`src/rtl/wt_cache.sv`:
```
module wt_cache #(
  parameter int ADDR_W   = 8,
  parameter int DATA_W   = 32,
  parameter int LINES    = 4,
  parameter int WB_DEPTH = 4,
  parameter int CNT_W    = 16
) (
  input  logic              clk,
  input  logic              rst_n,
  input  logic              cpu_req,
  input  logic              cpu_we,
  input  logic [ADDR_W-1:0] cpu_addr,
  input  logic [DATA_W-1:0] cpu_wdata,
  output logic              cpu_ready,
  output logic [DATA_W-1:0] cpu_rdata,
  output logic              mem_req,
  output logic              mem_we,
  output logic [ADDR_W-1:0] mem_addr,
  output logic [DATA_W-1:0] mem_wdata,
  input  logic              mem_ack,
  input  logic [DATA_W-1:0] mem_rdata,
  output logic [CNT_W-1:0]  hit_count,
  output logic [CNT_W-1:0]  miss_count
);
  localparam int IDX_W = $clog2(LINES);
  localparam int TAG_W = ADDR_W - IDX_W;
  localparam int PTR_W = $clog2(WB_DEPTH);
  localparam int OCC_W = PTR_W + 1;

  logic [LINES-1:0]  valid;
  logic [TAG_W-1:0]  tags  [LINES];
  logic [DATA_W-1:0] words [LINES];

  logic [ADDR_W-1:0] wb_addr [WB_DEPTH];
  logic [DATA_W-1:0] wb_data [WB_DEPTH];
  logic [PTR_W-1:0]  wb_rd, wb_wr;
  logic [OCC_W-1:0]  wb_cnt;

  logic              filling;
  logic [ADDR_W-1:0] fill_addr;

  wire [IDX_W-1:0] idx   = cpu_addr[IDX_W-1:0];
  wire [TAG_W-1:0] tag   = cpu_addr[ADDR_W-1:IDX_W];
  wire [IDX_W-1:0] f_idx = fill_addr[IDX_W-1:0];
  wire [TAG_W-1:0] f_tag = fill_addr[ADDR_W-1:IDX_W];
  wire hit      = valid[idx] && (tags[idx] == tag);
  wire wb_empty = (wb_cnt == '0);
  wire wb_full  = (wb_cnt == OCC_W'(WB_DEPTH));

  wire wr_go      = cpu_req && cpu_we && !filling && !wb_full;
  wire rd_hit     = cpu_req && !cpu_we && !filling && hit;
  wire fill_start = cpu_req && !cpu_we && !filling && !hit && wb_empty;
  wire fill_done  = filling && mem_ack;
  wire pop        = !filling && !wb_empty && mem_ack;

  assign cpu_ready = wr_go || rd_hit || fill_done;
  assign cpu_rdata = filling ? mem_rdata : words[idx];
  assign mem_req   = filling || !wb_empty;
  assign mem_we    = !filling;
  assign mem_addr  = filling ? fill_addr : wb_addr[wb_rd];
  assign mem_wdata = wb_data[wb_rd];

  always_ff @(posedge clk) begin
    if (!rst_n) begin
      valid      <= '0;
      wb_rd      <= '0;
      wb_wr      <= '0;
      wb_cnt     <= '0;
      filling    <= 1'b0;
      fill_addr  <= '0;
      hit_count  <= '0;
      miss_count <= '0;
      for (int i = 0; i < LINES; i++) begin
        tags[i]  <= '0;
        words[i] <= '0;
      end
      for (int i = 0; i < WB_DEPTH; i++) begin
        wb_addr[i] <= '0;
        wb_data[i] <= '0;
      end
    end else begin
      if (wr_go) begin
        valid[idx]     <= 1'b1;
        tags[idx]      <= tag;
        words[idx]     <= cpu_wdata;
        wb_addr[wb_wr] <= cpu_addr;
        wb_data[wb_wr] <= cpu_wdata;
        wb_wr          <= wb_wr + PTR_W'(1);
      end
      if (pop) wb_rd <= wb_rd + PTR_W'(1);
      case ({wr_go, pop})
        2'b10:   wb_cnt <= wb_cnt + OCC_W'(1);
        2'b01:   wb_cnt <= wb_cnt - OCC_W'(1);
        default: wb_cnt <= wb_cnt;
      endcase
      if (fill_start) begin
        filling   <= 1'b1;
        fill_addr <= cpu_addr;
      end
      if (fill_done) begin
        filling      <= 1'b0;
        valid[f_idx] <= 1'b1;
        tags[f_idx]  <= f_tag;
        words[f_idx] <= mem_rdata;
      end
      hit_count  <= hit_count  + CNT_W'(rd_hit || (wr_go && hit));
      miss_count <= miss_count + CNT_W'((wr_go && !hit) || fill_done);
    end
  end


  req_hold_chk: assert property (@(posedge clk) disable iff (!rst_n)
    (mem_req && !mem_ack) |=> (mem_req && $stable(mem_addr) && $stable(mem_we) && $stable(mem_wdata)));


  fill_after_drain_chk: assert property (@(posedge clk) disable iff (!rst_n)
    (mem_req && !mem_we) |-> (wb_cnt == '0));


  no_overflow_chk: assert property (@(posedge clk) disable iff (!rst_n)
    (cpu_req && cpu_we && cpu_ready) |-> (wb_cnt < OCC_W'(WB_DEPTH)));


  one_event_chk: assert property (@(posedge clk) disable iff (!rst_n)
    $stable(hit_count) || $stable(miss_count));


  hit_now_chk: assert property (@(posedge clk) disable iff (!rst_n)
    (cpu_req && !cpu_we && !filling && valid[idx] && tags[idx] == tag) |-> cpu_ready);
endmodule

```
`config.mk`:
```
export PLATFORM = sky130hd
export DESIGN_NAME = wt_cache
export DESIGN_NICKNAME = d
export VERILOG_FILES = /design/src/rtl/wt_cache.sv
export SDC_FILE = /design/constraint.sdc
export NUM_CORES = 1
export LEC_CHECK = 0
export ABC_CLOCK_PERIOD_IN_PS = 5400
export BUFFER_PORTS_ARGS = -buffer_cell sky130_fd_sc_hd__buf_2
export CORE_ASPECT_RATIO = 0.7
export CORE_MARGIN = 5
export CORE_UTILIZATION = 35
export CTS_BUF_LIST = sky130_fd_sc_hd__clkbuf_4 sky130_fd_sc_hd__clkbuf_8
export CTS_CLUSTER_SIZE = 10
export DETAILED_ROUTE_END_ITERATION = 12
export SLEW_MARGIN = 40
export SYNTH_ARGS = -nofsm -noshare
export SYNTH_HDL_FRONTEND = slang
export SYNTH_SLANG_ARGS = --single-unit
```
`constraint.sdc`:
```
create_clock -name clk -period 5.4 [get_ports clk]
set_clock_uncertainty 0.2 [all_clocks]
set_input_delay 0.27 -clock clk [delete_from_list [all_inputs] [get_ports clk]]
set_output_delay 0.27 -clock clk [all_outputs]
set_load 0.005 [all_outputs]
```
==> results.txt <==
Sorting the synthesized cells by how often they occur yields sky130_fd_sc_hd__edfxtp_1 (312), sky130_fd_sc_hd__and2_1 (163), sky130_fd_sc_hd__nor2_1 (157). Walking the worst path, the cells encountered are dlygate4sd3_1, buf_2, mux4_1, xnor2_1, nand4_1, nor3_1, o21a_1, ha_1, ha_1, nand4_1, nor3_1, nand3_1, xor2_1, nor2_1. Synthesis produced a netlist with a net count of 1308. The worst setup slack after placement came out at 1440 ps. In the post-synthesis netlist, the biggest area contributors are sky130_fd_sc_hd__edfxtp_1 (58%), sky130_fd_sc_hd__mux4_2 (10%), sky130_fd_sc_hd__dfxtp_1 (6.7%). The sink of the worst hold path is fill_addr[1]$_SDFFE_PN0P_.

The layer flagged by global routing as most heavily used is met1. Across the VDD grid, the largest voltage drop is 0.000162 V. The remaining antenna violation count is 0. Synthesis produced 1224 cells. The average wire length per cell after detail routing is 21.0 um. The total die area is 50600 sq um.

Measured in cells, the most critical reg-to-reg path has a length of 11. The filler cell count came out at 4229. The final hold violation count came to 0.

The CTS clock-pin slew for the worst setup and hold paths is 60 ps. The initial utilization of the core area, before any placement, comes to 35.6%. The number of standard-cell rows in the floorplan is 65.

The main flop type after synthesis is sky130_fd_sc_hd__edfxtp_1. The reported max-cap violation count is 0. The tightest min-delay check is of the in2reg type. The mapped netlist covers 16200 sq um.

For the pin with the worst max-slew slack, the measured transition is 823 ps. The number of I/O pins is 184. The setup TNS came out at 0 ps. For this run, the slowest stage of the critical path takes 640 ps. In this run, post-CTS repair resized a total of 0 instances.

The total of endpoints with negative setup slack in the final report is 0. Entering global routing, the biggest net connects 42 pins. The slowest cell on the critical path is sky130_fd_sc_hd__mux4_1. Setup repair after global routing left no endpoint under its margin.

The share of final-layout standard cells stronger than drive strength 1 is 25.2%. The share of Yosys cell area claimed by the top area cell type came out at 58.0%. The critical path arrival is 4140 ps. The mean post-synth cell area is 13.2 sq um. The run finished with clean final reports. In the final layout, flip-flops and latches occupy 10500 sq um. The relative max-transition margin came out at 44.9%. The first-pass detailed-route iteration total came out at 5. After the last flow step, the layout net total stands at 1584.

The routing usage on met2 is 25.2%. The area growth from synthesis to layout is 21.9%. The cell type with the largest total area after synthesis is sky130_fd_sc_hd__edfxtp_1. The CTS sink count came out at 366. The global routing met1 resource utilization is 26.3%. The library cell with the highest instance count after synthesis is sky130_fd_sc_hd__edfxtp_1.

The register bit total from synthesis is 366. The HPWL after detailed placement came out at 28800 um. The number of slew-limit violations in the final report came out at 0.

The post-route total power came out at 0.00682 W. The number of H-tree levels came out at 2. The cell count of the worst hold path came out at 3. Routability-driven placement finished with a final weighted congestion of 0.820. During placement, the flow inserted port buffers numbering 183. STA classifies the critical path endpoint as a flip-flop.

The startpoint identified for the worst hold timing path is cpu_addr[1]. The leakage power summed over all cells came out at 7.81 nW. The detailed router finished its first iteration with 853 violations. For this run, design rule violations remaining after detail routing come to 0. The total overflow reported by the global router came out at 0. The first global-routing pass estimated 67200 um of wire.

The area of the core is 45400 sq um. The number of buffers between clock root and the deepest sink is 3. In the global route stage, met3 resource usage came out at 3.90%. In this run the critical register-to-register path is launched from filling$_SDFFE_PP0P_. Static timing analysis puts the maximum clock frequency at 259 MHz.

TritonCTS built the clock tree. The cell sitting at the root of the clock tree is a sky130_fd_sc_hd__clkbuf_8. The critical path is of the in2reg type. The share of async-settable or async-resettable flops after synthesis is 0%. The number of enable-type register cells in the synthesized netlist is 312. For flop-to-flop paths, the worst setup slack is 1760 ps.

The highest fanout seen on the critical path came out at 22. The number of different library cells in the post-synthesis netlist is 42. Using the TritonRoute via totals, the vias-per-cell ratio works out to 4.96. The height of the chip is 190 um.

The worst setup path is launched from an input port. The count of yosys warnings during synthesis is 0. The clock latency at the later pin of the worst-skew pair is 620 ps. The initial antenna violation count came out at 1. The cell count after placement is 1962. Dividing the final minimum period by the clock period gives 71.5%.

The final cell count without fillers came out at 2152. TritonCTS created 58 clock buffers. The count of vias placed by the detailed router came out at 10700.

The area used by multi-input combinational logic is 5300 sq um. The all-layer global routing usage is 17.3%. The via count of the first global-routing pass is 10700. The final wirelength came out at 45200 um. The total power density per cell area came out at 346 nW/um^2. The minimum setup slack in the final design is 1540 ps. The overall die width came out at 267 um. Of the synthesized area, sequential elements account for 64.7%. The final critical path time including I/O delays and setup is 3860 ps.

The worst register-to-register path ends at miss_count[12]$_SDFF_PN0_. The required time reported for the critical path endpoint came out at 5680 ps.
## per-layer routing
layer | part of all wire (%) | vias to the layer above
met3 | 7.0 | 61
met4 | 2.0 | 0
met5 | 0 | -
met1 | 48 | 5374
met2 | 43 | 354
li1 | - | 4890
## layout make-up
type | instances | share of cell area (%)
Clock buffer | 86 | 5.15
Clock inverter | 21 | 0.451
Sequential cell | 366 | 53.1
Inverter | 48 | 0.914
Timing Repair Buffer | 289 | 9.71
Tap cell | 603 | 3.83
Antenna cell | 2 | 0.0254
Multi-Input combinational cell | 737 | 26.9
## what timing repair did
action	CTS	global route
endpoints found under the hold margin	293	0
setup buffers	0	0
hold buffers	81	0
## sequential cells by signal, summed over array words and instances, names as in the netlist, named ones only
name,count
wb_cnt,3
wb_wr,2
filling,1
wb_rd,2
words,128
wb_data,128
fill_addr,8
miss_count,16
valid,4
hit_count,16
tags,24
wb_addr,32
## worst max-delay path, delay by kind of cell
family / cells / cell delay, ps
and+or+nand+nor: 6 / 1290
xor gates and xnor gates: 2 / 330
adders and majority gates: 2 / 390
buffers and inverters: 2 / 1000
muxes: 1 / 640
AOI/OAI and AO/OA: 1 / 210
## power by group
part	switching, W	total (W)	internal (W)
combinational	0.000637	0.00114	0.000508
sequential	0.000119	0.00340	0.00328
clock	0.00108	0.00228	0.00120
## cell families after synthesis
| group | after synthesis | synth area share [%] |
|---|---|---|
| flip-flops | 366 | 64.7 |
| XOR/XNOR | 34 | 1.84 |
| AND/OR/NAND/NOR | 535 | 15.7 |
| AO/OA/AOI/OAI | 71 | 2.47 |
| buffers and inverters | 121 | 3.04 |
| adder cells (fa/ha/maj) | 7 | 0.588 |
| multiplexers | 90 | 11.7 |
## worst max path at each step
stage | endpoint | start | slack (ps) | cells after the start
after floorplan | wb_addr[2][0]$_SDFFCE_PN0P_ | filling$_SDFFE_PP0P_ | 790 | 4
after global placement | hit_count[14]$_SDFF_PN0_ | cpu_addr[0] | 1500 | 13
final | hit_count[14]$_SDFF_PN0_ | cpu_addr[0] | 1540 | 14
after detailed placement | hit_count[14]$_SDFF_PN0_ | cpu_addr[1] | 1440 | 13
after global routing | hit_count[12]$_SDFF_PN0_ | cpu_addr[0] | 1210 | 14
after CTS | hit_count[12]$_SDFF_PN0_ | cpu_addr[0] | 1560 | 14
## metrics by stage
stage | util [%] | cell area [sq um] | hold slack [ps]
final | 43.4 | 19700 | 96.2
after CTS | 43.4 | 19700 | 39.9
after global routing | 43.4 | 19700 | 112
after floorplan | - | 16200 | 212
after detailed placement | 39.2 | 17800 | 269
after global placement | 39.2 | 17800 | 259
## placed cells by master, fill, tap and decap left out, types with 3 or more instances in the layout
cell / count
sky130_fd_sc_hd__nor3_1: 8
sky130_fd_sc_hd__clkinv_1: 16
sky130_fd_sc_hd__dfxtp_1: 51
sky130_fd_sc_hd__clkbuf_4: 27
sky130_fd_sc_hd__clkbuf_8: 59
sky130_fd_sc_hd__nand3_1: 18
sky130_fd_sc_hd__dlygate4sd3_1: 81
sky130_fd_sc_hd__mux4_2: 75
sky130_fd_sc_hd__nand4_1: 6
sky130_fd_sc_hd__mux2i_1: 10
sky130_fd_sc_hd__o21ai_0: 7
sky130_fd_sc_hd__clkinv_2: 5
sky130_fd_sc_hd__inv_1: 47
sky130_fd_sc_hd__or3_1: 7
sky130_fd_sc_hd__mux4_1: 3
sky130_fd_sc_hd__buf_4: 25
sky130_fd_sc_hd__and3_1: 5
sky130_fd_sc_hd__nor3b_1: 3
sky130_fd_sc_hd__a21oi_1: 48
sky130_fd_sc_hd__nand2_1: 155
sky130_fd_sc_hd__xor2_1: 18
sky130_fd_sc_hd__nand2b_1: 3
sky130_fd_sc_hd__xnor2_1: 16
sky130_fd_sc_hd__edfxtp_1: 312
sky130_fd_sc_hd__and2_1: 163
sky130_fd_sc_hd__nor2_1: 155
sky130_fd_sc_hd__ha_1: 6
sky130_fd_sc_hd__buf_2: 183
(Power assumes the default switching activity.)
